$ cat config.mk
export PLATFORM = sky130hd
export DESIGN_NAME = tlbw_top
export DESIGN_NICKNAME = d
export VERILOG_FILES = /design/src/rtl/tlbw_pkg.sv /design/src/rtl/tlbw_cam.sv /design/src/rtl/tlbw_walker.sv /design/src/rtl/tlbw_top.sv
export SDC_FILE = /design/constraint.sdc
export NUM_CORES = 1
export LEC_CHECK = 0
export BUFFER_PORTS_ARGS = -buffer_cell sky130_fd_sc_hd__buf_2
export CAP_MARGIN = 10
export CORE_MARGIN = 5
export CORE_UTILIZATION = 40
export DETAILED_ROUTE_END_ITERATION = 8
export PLACE_DENSITY = 0.65
export REMOVE_ABC_BUFFERS = 1
export SLEW_MARGIN = 5
export SYNTH_ARGS = -nofsm -noshare
export SYNTH_HDL_FRONTEND = slang
export SYNTH_SLANG_ARGS = --single-unit
$ cat constraint.sdc
create_clock -name clk -period 2.75 [get_ports clk]
set_clock_uncertainty 0.05 [all_clocks]
set_input_delay 0.4125 -clock clk [delete_from_list [all_inputs] [get_ports clk]]
set_output_delay 0.4125 -clock clk [all_outputs]
set_load 0.02 [all_outputs]
$ cat src/rtl/tlbw_pkg.sv
package tlbw_pkg;
    localparam int VA_W    = 32;
    localparam int OFF_W   = 12;
    localparam int IDX_W   = 10;
    localparam int VPN_W   = VA_W - OFF_W;
    localparam int PFN_W   = 20;
    localparam int PA_W    = PFN_W + OFF_W;
    localparam int PTE_W   = 32;
    localparam int ENTRIES = 8;

    typedef struct packed {
        logic             valid;
        logic [VPN_W-1:0] vpn;
        logic [PFN_W-1:0] pfn;
    } tlb_entry_t;

    typedef enum logic [1:0] {
        WK_IDLE,
        WK_LVL1,
        WK_LVL2,
        WK_FAULT
    } walk_state_t;

    function automatic logic pte_present(input logic [PTE_W-1:0] pte);
        return pte[0];
    endfunction

    // The table index plus the 2-bit word offset fills the 12 offset bits.
    function automatic logic [PTE_W-1:0] lvl1_addr(input logic [PTE_W-1:0] root,
                                                   input logic [VPN_W-1:0] vpn);
        return {root[PTE_W-1:OFF_W], vpn[VPN_W-1:IDX_W], 2'b00};
    endfunction

    function automatic logic [PTE_W-1:0] lvl2_addr(input logic [PTE_W-OFF_W-1:0] base,
                                                   input logic [VPN_W-1:0] vpn);
        return {base, vpn[IDX_W-1:0], 2'b00};
    endfunction
endpackage

$ cat src/rtl/tlbw_cam.sv
module tlbw_cam
    import tlbw_pkg::*;
#(
    parameter int N = ENTRIES
) (
    input  logic             clk,
    input  logic             rst,
    input  logic             flush,
    input  logic [VPN_W-1:0] look_vpn,
    input  logic             wr_en,
    input  logic [VPN_W-1:0] wr_vpn,
    input  logic [PFN_W-1:0] wr_pfn,
    output logic             hit,
    output logic [PFN_W-1:0] hit_pfn,
    output logic [N-1:0]     valid_vec
);
    localparam int PTR_W = (N > 1) ? $clog2(N) : 1;

    tlb_entry_t       ents [N];
    logic [PTR_W-1:0] victim;
    logic [N-1:0]     match;

    always_ff @(posedge clk) begin
        for (int i = 0; i < N; i++) begin
            if (rst || flush) begin
                ents[i] <= '0;
            end else if (wr_en && victim == PTR_W'(i)) begin
                ents[i] <= '{valid: 1'b1, vpn: wr_vpn, pfn: wr_pfn};
            end
        end
    end

    always_ff @(posedge clk) begin
        if (rst || flush) begin
            victim <= '0;
        end else if (wr_en) begin
            victim <= (victim == PTR_W'(N - 1)) ? '0 : victim + 1'b1;
        end
    end

    generate
        for (genvar g = 0; g < N; g++) begin : g_cmp
            assign match[g]     = ents[g].valid && (ents[g].vpn == look_vpn);
            assign valid_vec[g] = ents[g].valid;
        end
    endgenerate

    always_comb begin
        hit_pfn = '0;
        for (int i = 0; i < N; i++) begin
            if (match[i]) hit_pfn = hit_pfn | ents[i].pfn;
        end
    end

    assign hit = |match;
endmodule

$ cat src/rtl/tlbw_walker.sv
module tlbw_walker
    import tlbw_pkg::*;
(
    input  logic             clk,
    input  logic             rst,
    input  logic             start,
    input  logic [VPN_W-1:0] vpn,
    input  logic [PTE_W-1:0] root,
    input  logic             mem_ack,
    input  logic [PTE_W-1:0] mem_rdata,
    output logic             mem_req,
    output logic [PTE_W-1:0] mem_addr,
    output logic             refill_en,
    output logic [PFN_W-1:0] refill_pfn,
    output logic             idle,
    output logic             fault
);
    walk_state_t             state;
    logic [VPN_W-1:0]        vpn_q;
    logic [PTE_W-OFF_W-1:0]  l2_base;

    always_ff @(posedge clk) begin
        if (rst) begin
            state   <= WK_IDLE;
            vpn_q   <= '0;
            l2_base <= '0;
        end else begin
            unique case (state)
                WK_IDLE: if (start) begin
                    state <= WK_LVL1;
                    vpn_q <= vpn;
                end
                WK_LVL1: if (mem_ack) begin
                    if (pte_present(mem_rdata)) begin
                        l2_base <= mem_rdata[PTE_W-1:OFF_W];
                        state   <= WK_LVL2;
                    end else begin
                        state <= WK_FAULT;
                    end
                end
                WK_LVL2: if (mem_ack) begin
                    state <= pte_present(mem_rdata) ? WK_IDLE : WK_FAULT;
                end
                WK_FAULT: state <= WK_IDLE;
                default:  state <= WK_IDLE;
            endcase
        end
    end

    assign mem_req    = (state == WK_LVL1) || (state == WK_LVL2);
    assign mem_addr   = (state == WK_LVL2) ? lvl2_addr(l2_base, vpn_q) : lvl1_addr(root, vpn_q);
    assign refill_en  = (state == WK_LVL2) && mem_ack && pte_present(mem_rdata);
    assign refill_pfn = mem_rdata[PTE_W-1:PTE_W-PFN_W];
    assign idle       = (state == WK_IDLE);
    assign fault      = (state == WK_FAULT);
endmodule

$ cat src/rtl/tlbw_top.sv
module tlbw_top
    import tlbw_pkg::*;
#(
    parameter int ENTRIES = tlbw_pkg::ENTRIES
) (
    input  logic             clk,
    input  logic             rst,
    input  logic             flush,
    input  logic [PTE_W-1:0] root_base,
    input  logic             req_valid,
    input  logic [VA_W-1:0]  req_vaddr,
    output logic             req_ready,
    output logic [PA_W-1:0]  resp_paddr,
    output logic             resp_fault,
    output logic             mem_req,
    output logic [PTE_W-1:0] mem_addr,
    input  logic             mem_ack,
    input  logic [PTE_W-1:0] mem_rdata
);
    logic [VPN_W-1:0]   look_vpn;
    logic               hit;
    logic [PFN_W-1:0]   hit_pfn;
    logic [ENTRIES-1:0] valid_vec;
    logic               refill_en;
    logic [PFN_W-1:0]   refill_pfn;
    logic               wk_idle;
    logic               wk_fault;
    logic               start_walk;

    assign look_vpn   = req_vaddr[VA_W-1:OFF_W];
    assign start_walk = req_valid && !hit && !flush;

    tlbw_cam #(.N(ENTRIES)) u_cam (
        .clk       (clk),
        .rst       (rst),
        .flush     (flush),
        .look_vpn  (look_vpn),
        .wr_en     (refill_en),
        .wr_vpn    (look_vpn),
        .wr_pfn    (refill_pfn),
        .hit       (hit),
        .hit_pfn   (hit_pfn),
        .valid_vec (valid_vec)
    );

    tlbw_walker u_walk (
        .clk        (clk),
        .rst        (rst),
        .start      (start_walk),
        .vpn        (look_vpn),
        .root       (root_base),
        .mem_ack    (mem_ack),
        .mem_rdata  (mem_rdata),
        .mem_req    (mem_req),
        .mem_addr   (mem_addr),
        .refill_en  (refill_en),
        .refill_pfn (refill_pfn),
        .idle       (wk_idle),
        .fault      (wk_fault)
    );

    // A refill lands in the store one edge before the idle cycle that
    // answers, so the answer always comes from the stored entry.
    assign req_ready  = (wk_idle && req_valid && hit) || wk_fault;
    assign resp_fault = wk_fault;
    assign resp_paddr = {hit_pfn, req_vaddr[OFF_W-1:0]};
endmodule

==> summary.txt, run 1 <==
Placed design
  – Placer congestion estimate: 0.860
  – Placed Instance Area: 19900 sq um
  – I/O Buffers: 118
  – Place WS: -0.424 ns
  – DP HPWL: 31600 microns

Route
  – Number of DRC markers in iteration 0: 1056
  – First-pass iteration count of the detailed router: 7
  – Routed vias: 12500
  – DRC Markers: 0
  – Routed len/inst: 22.5 microns
  – DRT antenna net count: 0
  – Vias/cell: 5.47
  – WL final: 51100 microns

Synthesis
  – Post-synth EDFFs: 327
  – Main flop type after synthesis: edfxtp_1
  – Area leader, netlist: edfxtp_1
  – Mapped Area: 17700 sq um
  – FFs w/ async S/R, synth: 0%
  – Post-synth top area share: 55.4%
  – Post-synthesis cell type count: 45
  – Cells after synthesis: 1440
  – Total number of yosys warnings: 0
  – Post-synthesis sequential area ratio: 60.6%
  – Synthesized flop and latch total: 373
  – Syn avg cell area: 12.3 sq um
  – Area contributors post-synth: edfxtp_1 55%, and2_1 7.3%, dfxtp_1 5.2%

STA
  – Final setup violation count: 21
  – Slew HR: 56.3%
  – Worst Tran Pin Value: 0.656 ns
  – Final hold vios: 0
  – Unrepaired setup endpoints after global routing: yes
  – Slew Viols, Final: 0
  – Tmin final: 3.31 ns
  – Final worst slack: -0.562 ns
  – Fmax achieved: 302 MHz
  – Fin crit share: 120%

Worst hold path
  – Hold path cells: 3
  – Hold crit path type: in2reg

Clock tree
  – Clock Path Buffers: 3
  – # H-tree levels: 2
  – Root Driver: clkbuf_16
  – Cts bufs inserted: 42
  – Clk slew on worst S/H paths: 0.06 ns
  – CTS tree: yes
  – Hold_buf cts: 0
  – Later-pin clock latency in the skew report: 0.57 ns
  – Clock sinks: 373

Floorplan
  – DIE AREA: 48600 sq um
  – Core area: 44000 sq um
  – Row cnt: 77
  – Die Wd: 221 microns
  – Ports: 168
  – Initial core utilization: 40.3%
  – Die height: 221 microns

Worst setup path
  – Setup CP Type: reg2out
  – CP startpoint kind: register
  – CP Cell Sequence: xor2_1, nor4_1, or3b_4, nor4_4, buf_4, buf_8, a22o_1, a221oi_1, nand3_1, buf_6
  – CP Buf/Inv Count: 3
  – CP Capture Type: output pin
  – Cell family with most CP delay: simple AND/OR/NAND/NOR gates
  – Number of cells on the critical path: 10
  – Arr. time, crit path: 2.85 ns
  – R2R depth: 8
  – Crit-path slowest cell: or3b_4
  – Crit path largest cell delay: 0.42 ns
  – CP max FO: 6
  – CP required: 2.29 ns

Pwr
  – Clock power share: 41.3%
  – Internal power: 10.3 mW
  – Final Total Pwr: 13.7 mW
  – Seq pwr share: 47.8%
  – Sw power: 3.35 mW
  – P per Cell Area: 619 nW/um^2
  – Pleak: 9.14 nW
  – Worst vdd ir: 0.393 mV
  – Switching part of the total: 24.5%
  – Gate power share: 10.9%

Run
  – Max-cap violation count: 0

GRT
  – Global-route congestion overflow total: 0
  – Vias in the first global route: 12600
  – First-pass GRT wire length: 75700 microns
  – Largest net degree at the start of global routing: 64
  – Antenna violations before repair: 2
  – GRT Total Usage: 20.7%

Finish
  – Final Net Count: 1760
  – Area grow syn2layout: 24.5%
  – Layout cells sized above 1: 27.3%
  – Design area: 22100 sq um

Outcome
  – Status: complete, but fails checks
  – Violated checks: negative setup slack
[synthesized netlist by cell type, types with 2 or more instances]
library cell / instances
a21oi_1: 45
a221oi_1: 20
a22o_1: 20
a22oi_1: 42
a32oi_1: 2
and2_1: 206
and3_1: 132
and4_1: 5
and4b_1: 4
buf_1: 6
buf_2: 31
buf_4: 15
buf_6: 2
clkbuf_1: 84
clkbuf_2: 2
dfxtp_1: 46
edfxtp_1: 327
ha_1: 11
inv_1: 8
mux2_2: 30
nand2_1: 56
nand3_1: 56
nand4_1: 21
nand4b_1: 2
nor2_1: 6
nor2b_1: 3
nor3_1: 3
nor3b_1: 6
nor4_1: 30
nor4b_1: 4
o21ai_0: 22
or4_1: 14
or4b_1: 4
xnor2_1: 81
xor2_1: 84
[through the flow]
stage,setup TNS [ns],util (%),hold slack [ns],instances
6_report,-10.34,50.1,0.101,2275
3_5_place_dp,-13.23,45.2,0.399,2171
4_1_cts,-11.10,49.8,0.0679,2270
3_3_place_gp,-14.24,45.2,0.390,2171
2_1_floorplan,-353.37,-,0.377,1301
5_1_grt,-12.45,50.1,0.100,2274
[sequential cells by signal, summed over array words and instances, names as in the netlist]
signal / cells
u_cam.ents: 328
u_walk.l2_base: 20
u_walk.vpn_q: 20
u_cam.victim: 3
u_walk.state: 2
[final timing paths]
path | from | endpoint | slack [ns]
max | u_cam.ents[0][119] | resp_paddr[28] | -0.56
min | mem_rdata[22] | u_walk.l2_base[10] | 0.10
max reg2reg | u_cam.ents[0][156] | u_walk.vpn_q[14] | 0.22
min reg2reg | u_walk.l2_base[16] | u_walk.l2_base[16] | 0.41
[logic make-up after synthesis]
| kind of cell | after synthesis | share of synthesized area (%) |
|---|---|---|
| AND/OR/NAND/NOR | 555 | 18.8 |
| flip-flops | 373 | 60.6 |
| XOR/XNOR | 165 | 8.15 |
| AO/OA/AOI/OAI | 157 | 6.02 |
| buffers and inverters | 148 | 3.77 |
| multiplexers | 30 | 1.91 |
| adder cells (fa/ha/maj) | 11 | 0.776 |
| other | 1 | 0.0211 |
[cell type report]
type                            instances  area (sq um)
Clock inverter                         21           200
Antenna cell                            1          2.50
Clock buffer                           57          1190
Inverter                                8          30.0
Multi-Input combinational cell        920          6640
Tap cell                              592           741
Sequential cell                       373         10700
Fill cell                            3863         22000
Timing Repair Buffer                  303          2520
[what timing repair did]
| action | 4_1_cts | 5_1_grt |
|---|---|---|
| buffers inserted | 15 | 3 |
| gates resized for setup | 96 | 15 |
| pin swaps | 31 | 15 |
| endpoints found under the setup margin | 51 | 21 |
| cloned | 6 | 1 |
[power groups by stage]
stage	Clock [mW]	Sequential (mW)	Combinational, mW
CTS	5.75	6.53	1.50
global route	5.98	6.55	1.62
finish	5.64	6.53	1.50
detailed placement	0	6.65	1.47
global placement	0	6.63	1.45
floorplan	0	6.62	0.778
[layout by cell type, fill, tap and decap left out, types with 22 or more instances in the layout]
| cell | instances |
|---|---|
| dfxtp_1 | 46 |
| xnor2_1 | 79 |
| a22oi_1 | 38 |
| nand2_1 | 48 |
| buf_6 | 28 |
| nand3_1 | 50 |
| a21oi_1 | 45 |
| mux2_2 | 30 |
| and3_1 | 131 |
| buf_4 | 150 |
| xor2_1 | 83 |
| and2_1 | 206 |
| buf_2 | 97 |
| o21ai_0 | 22 |
| clkbuf_16 | 43 |
| edfxtp_1 | 327 |
[layer usage]
| metal | global-route usage (%) | up-vias | routed length, microns |
|---|---|---|---|
| met1 | 27.4 | 6184 | 21100 |
| met2 | 34.1 | 492 | 24000 |
| met5 | 0 | - | 0 |
| met4 | 7.84 | 0 | 1960 |
| li1 | - | 5669 | - |
| met3 | 3.98 | 108 | 4000 |
[tightest hold or removal path: cells and delay by family]
family	cells	cell delay, ns
AND/OR/NAND/NOR	1	0.06
buffers and inverters	1	0.14
AO/OA/AOI/OAI	1	0.05
Note: power is estimated with default switching activity, not from simulation.
==> inputs of run 2 (changes only) <==
Settings changed: RECOVER_POWER set to 25.
==> summary.txt, run 2 (same netlist as run 1, synthesis figures left out) <==
Outcome
  – Status: complete, but fails checks
  – Violated checks: negative setup slack

Worst setup path
  – Launching point of the worst reg2reg path: u_walk.state[0]
  – CP required: 2.29 ns
  – Arr. time, crit path: 2.85 ns
  – CP max FO: 8
  – CP startpoint kind: register
  – R2R Setup Slk: 0.19 ns
  – R2R depth: 6
  – Setup CP Type: reg2out
  – CP Capture Type: output pin
  – Reg-to-Reg End: u_cam.ents[0][154]

Floorplan
  – DIE AREA: 48600 sq um
  – Initial core utilization: 40.3%
  – Row cnt: 77
  – Core area: 44000 sq um
  – Ports: 168
  – Die Wd: 221 microns
  – Die height: 221 microns

STA
  – Slew HR: 13.0%
  – Worst Tran Pin Value: 1.31 ns
  – Final worst slack: -0.565 ns
  – Final setup violation count: 21
  – Unrepaired setup endpoints after global routing: yes
  – Tmin final: 3.31 ns
  – Fin crit share: 121%
  – Fmax achieved: 302 MHz
  – Slew Viols, Final: 0
  – Final hold vios: 0

Route
  – Routed wl met2: 24000 microns
  – Routed vias: 12400
  – First-pass iteration count of the detailed router: 5
  – Top sig layer: met4
  – Number of DRC markers in iteration 0: 1095
  – Routed len/inst: 22.5 microns
  – DRT antenna net count: 0
  – Met3 wire length: 3810 microns
  – WL final: 51100 microns
  – DRC Markers: 0
  – Vias/cell: 5.44
  – DRT met1 WL: 21300 microns

Finish
  – Max reg flops: 328
  – Multi-input logic area: 6640 sq um
  – Most common cell after layout, fill and taps aside: edfxtp_1
  – Top reg by flops: u_cam.ents
  – Layout cells sized above 1: 27.1%
  – Final Net Count: 1760
  – Filler instances: 3877
  – Commonest non-fill, non-tap cells in the layout: 327 x edfxtp_1, 183 x and2_1, 145 x buf_4
  – Area grow syn2layout: 24.1%
  – Reg area: 10700 sq um
  – Biggest regs: u_cam.ents (328), u_walk.l2_base (20), u_walk.vpn_q (20)
  – Design area: 22000 sq um

Pwr
  – P per Cell Area: 620 nW/um^2
  – Internal power: 10.3 mW
  – Worst vdd ir: 0.393 mV
  – Switching part of the total: 24.5%
  – Final Total Pwr: 13.7 mW
  – Clock power share: 41.3%
  – Gate power share: 10.9%
  – Seq pwr share: 47.8%
  – Sw power: 3.35 mW
  – Pleak: 9.09 nW

Worst hold path
  – Hold EP: u_walk.l2_base[10]
  – Hold crit path type: in2reg
  – Hold Path Origin: mem_rdata[22]
  – Hold path cells: 3

Placed design
  – I/O Buffers: 118
  – Placer congestion estimate: 0.860
  – Placed Instance Area: 19900 sq um
  – DP HPWL: 31600 microns

Run
  – Max-cap violation count: 0

Clock tree
  – CTS tree: yes
  – Clk slew on worst S/H paths: 0.06 ns
  – Later-pin clock latency in the skew report: 0.57 ns
  – Clock Path Buffers: 3
  – Clock sinks: 373
  – # H-tree levels: 2
  – Cts bufs inserted: 42
  – Root Driver: clkbuf_16

GRT
  – Largest net degree at the start of global routing: 64
  – Antenna violations before repair: 2
  – GRT Total Usage: 20.7%
  – Vias in the first global route: 12600
  – Global-route congestion overflow total: 0
  – First-pass GRT wire length: 75700 microns
[run 2: changes by cell type in the layout (fill, tap and decap cells not counted), sizes merged]
cell and delta:
clkbuf +9, buf -9
[run 2: worst max path at each step]
| stage | from | to | slack, ns | depth (start not counted) |
|---|---|---|---|---|
| finish | u_cam.ents[0][148] | resp_paddr[13] | -0.56 | 9 |
| global route | u_cam.ents[0][103] | resp_paddr[28] | -0.64 | 9 |
| CTS | u_cam.ents[1][76] | resp_paddr[13] | -0.58 | 10 |
| detailed placement | req_vaddr[29] | resp_paddr[13] | -0.42 | 11 |
| global placement | req_vaddr[29] | resp_paddr[13] | -0.45 | 11 |
| floorplan | req_vaddr[29] | resp_paddr[13] | -1.12 | 7 |
[run 2: power by group through the flow]
stage / combinational, mW / sequential (mW) / clock (mW)
2_1_floorplan: 0.778 / 6.62 / 0
3_3_place_gp: 1.45 / 6.63 / 0
3_5_place_dp: 1.47 / 6.65 / 0
4_1_cts: 1.50 / 6.53 / 5.75
5_1_grt: 1.61 / 6.55 / 5.98
6_report: 1.48 / 6.53 / 5.64
[run 2: what timing repair did]
action	CTS	global route
endpoints found under the setup margin	51	21
hold buffers	0	0
gates cloned	6	1
setup buffers	15	3
pin swaps	31	15
hold endpoints to repair	0	0
gates resized for setup	96	15
[run 2: through the flow]
stage / util [%] / TNS [ns] / setup slack (ns) / instances / hold slack [ns]
3_5_place_dp: 45.2 / -13.23 / -0.424 / 2171 / 0.399
2_1_floorplan: - / -353.37 / -1.12 / 1301 / 0.377
3_3_place_gp: 45.2 / -14.24 / -0.450 / 2171 / 0.390
5_1_grt: 50.0 / -12.45 / -0.641 / 2274 / 0.101
4_1_cts: 49.8 / -11.10 / -0.576 / 2270 / 0.0679
6_report: 50.0 / -10.37 / -0.565 / 2275 / 0.101
[run 2: layout make-up]
cell class	count	share of cell area, %
multi-input cells	920	30.2
repair buffers	303	11.2
diodes	1	0.0114
well taps	592	3.37
inverters	8	0.136
clock buffers	57	5.39
flip-flops and latches	373	48.8
clock inverters	21	0.910
[run 2: worst max-delay path, stage by stage (launching register included)]
cell and delay [ns]:
edfxtp_1 0.40, xor2_2 0.18, or4_4 0.54, nor4_2 0.17, and4_4 0.32, buf_12 0.12
buf_16 0.13, a22oi_1 0.12, nand3_1 0.16, buf_6 0.14
[run 2: metal layers]
layer  track usage, %  vias up
met1             27.4     6102
met5                0        -
met4             7.84        0
li1                 -     5668
met3             3.98      114
met2             34.1      495
==> inputs of run 3 (changes only) <==
Settings changed: ABC_AREA set to 1.
==> summary.txt, run 3 <==
STA
  – Setup TNS: -1.56 ns
  – Final hold vios: 0
  – Slew Viols, Final: 0
  – Slew HR: 38.6%
  – Unrepaired setup endpoints after global routing: yes
  – Tmin final: 2.88 ns
  – Fmax achieved: 347 MHz
  – Final setup violation count: 21
  – Final worst slack: -0.132 ns
  – Fin crit share: 105%
  – Worst Tran Pin Value: 0.919 ns

Synthesis
  – Main combinational cell family by area after synthesis: simple AND/OR/NAND/NOR gates
  – FFs w/ async S/R, synth: 0%
  – Total number of yosys warnings: 0
  – Area contributors post-synth: edfxtp_1 56%, nand2_1 9.8%, nor2_1 8.9%
  – Synth cell count leaders: 462 x nand2_1, 419 x nor2_1, 327 x edfxtp_1
  – Multiplexer area fraction after synthesis: 0%
  – Post-synthesis xor/xnor area fraction: 1.19%
  – Top-count cell post-synth: nand2_1
  – Synth Area in Simple Gates: 20.5%
  – Syn avg cell area: 9.27 sq um
  – Cells after synthesis: 1905
  – Post-synth top area share: 55.6%
  – Main flop type after synthesis: edfxtp_1
  – Area leader, netlist: edfxtp_1
  – Complex-gate fraction of the synthesized area: 7.95%
  – Synth Area in Adders: 0.780%
  – Post-synth EDFFs: 327
  – Mapped Area: 17700 sq um
  – Synthesized flop and latch total: 373
  – Post-synthesis cell type count: 39
  – Post-synthesis sequential area ratio: 60.8%

Floorplan
  – Initial core utilization: 40.2%
  – Die height: 220 microns
  – DIE AREA: 48400 sq um
  – Row cnt: 77
  – Ports: 168
  – Die Wd: 220 microns
  – Core area: 43900 sq um

Clock tree
  – Later-pin clock latency in the skew report: 0.56 ns
  – Clk slew on worst S/H paths: 0.06 ns
  – Clock Path Buffers: 3
  – Root Driver: clkbuf_16
  – Hold_buf cts: 0
  – Cts bufs inserted: 41
  – # H-tree levels: 2
  – Clock sinks: 373
  – CTS tree: yes

Worst setup path
  – CP max FO: 5
  – R2R depth: 7
  – Setup CP Type: reg2out
  – Crit. Startpoint: u_cam.ents[0][109]
  – CP required: 2.29 ns
  – Reg-to-Reg End: u_cam.ents[1][155]
  – R2R Setup Slk: 0.14 ns
  – CP Capture Type: output pin
  – Arr. time, crit path: 2.42 ns
  – Launching point of the worst reg2reg path: u_walk.state[0]
  – CP startpoint kind: register

GRT
  – GRT Max-Usage Layer: met2
  – First-pass GRT wire length: 77600 microns
  – GRT Total Usage: 21.0%
  – Largest net degree at the start of global routing: 43
  – Met1 GRT Util: 26.9%
  – Met2 GRT Util: 36.7%
  – Vias in the first global route: 13400
  – Antenna violations before repair: 0
  – Grt met3 use: 3.49%
  – Global-route congestion overflow total: 0

Worst hold path
  – Hold Path Origin: mem_rdata[27]
  – Hold EP: u_walk.l2_base[15]
  – Hold path cells: 3
  – Hold crit path type: in2reg

Outcome
  – Status: complete, but fails checks
  – Violated checks: negative setup slack

Route
  – Routed vias: 13800
  – DRC Markers: 0
  – DRT antenna net count: 0
  – First-pass iteration count of the detailed router: 6
  – Vias/cell: 5.10
  – Number of DRC markers in iteration 0: 1277
  – Routed len/inst: 19.3 microns
  – WL final: 52200 microns

Finish
  – Filler instances: 4041
  – Fin util: 50.0%
  – Most common cell after layout, fill and taps aside: nand2_1
  – Layout cells sized above 1: 23.3%
  – Final Net Count: 2200
  – Reg area: 10700 sq um
  – Area grow syn2layout: 24.3%
  – Commonest non-fill, non-tap cells in the layout: 428 x nand2_1, 393 x nor2_1, 327 x edfxtp_1
  – Biggest regs: u_cam.ents (328), u_walk.l2_base (20), u_walk.vpn_q (20)
  – Top reg by flops: u_cam.ents
  – Multi-input logic area: 6050 sq um
  – Number of diodes: 0
  – Max reg flops: 328

Run
  – Max-cap violation count: 0

Pwr
  – Pleak: 9.49 nW
  – Worst vdd ir: 0.440 mV
  – P per Cell Area: 619 nW/um^2

Placed design
  – I/O Buffers: 118
  – Placer congestion estimate: 0.850
  – DP HPWL: 31800 microns
[run 3: layout make-up]
| type | count | area share [%] |
|---|---|---|
| Clock buffer | 55 | 5.19 |
| Sequential cell | 373 | 48.9 |
| Tap cell | 592 | 3.38 |
| Timing Repair Buffer | 256 | 10.5 |
| Clock inverter | 18 | 0.730 |
| Multi-Input combinational cell | 1204 | 27.6 |
| Inverter | 212 | 3.75 |
[run 3: cells by family after synthesis]
group | count (synthesis)
and+or+nand+nor | 927
DFF | 373
buffers and inverters | 329
AOI/OAI and AO/OA | 240
xor gates and xnor gates | 24
adders and majority gates | 11
other | 1
[run 3: stage by stage]
step / worst slack (ns) / cells / cell area (sq um) / hold slack (ns) / total power, mW
6_report: -0.132 / 2710 / 21900 / 0.107 / 13.6
3_3_place_gp: -0.0904 / 2619 / 19500 / 0.383 / 8.23
3_5_place_dp: -0.105 / 2619 / 19500 / 0.387 / 8.29
5_1_grt: -0.235 / 2710 / 21900 / 0.108 / 14.1
4_1_cts: -0.143 / 2695 / 21400 / 0.0836 / 13.7
2_1_floorplan: -2.48 / 1789 / 16900 / 0.371 / 7.58
[run 3: worst max-delay path by stage]
stage                         endpoint  depth (start not counted)
finish                  resp_paddr[29]                         13
CTS                     resp_paddr[21]                         13
global route            resp_paddr[31]                         11
detailed placement      resp_paddr[30]                         13
global placement        resp_paddr[30]                         13
floorplan           u_cam.ents[1][123]                          6
[run 3: repair_timing]
item                                    4_1_cts  5_1_grt
buffers inserted                              1       10
resized for setup                           156       97
pin swaps                                    35       44
gates cloned                                  4        6
endpoints found under the setup margin       21       41
[run 3: where the power goes]
group / internal (mW) / total (mW) / switching [mW]
Clock: 3.11 / 5.37 / 2.26
Combinational: 0.526 / 1.60 / 1.08
Sequential: 6.46 / 6.60 / 0.144
[run 3: critical path: stages, from the launching register on]
cell and delay, ns:
edfxtp_1 0.39, nand2_1 0.09, nand2_1 0.05, nor2_1 0.20, nand2_1 0.10, nor2_2 0.13
nand3_4 0.15, inv_8 0.13, clkbuf_16 0.17, nand2_1 0.05, nand2_1 0.08, a221oi_2 0.04
nand2_1 0.15, buf_6 0.14
[run 3: routing by layer]
metal	vias to the layer above	part of all wire [%]
met5	-	0
met4	0	3.4
li1	6527	-
met1	6548	39
met3	122	8.0
met2	620	49
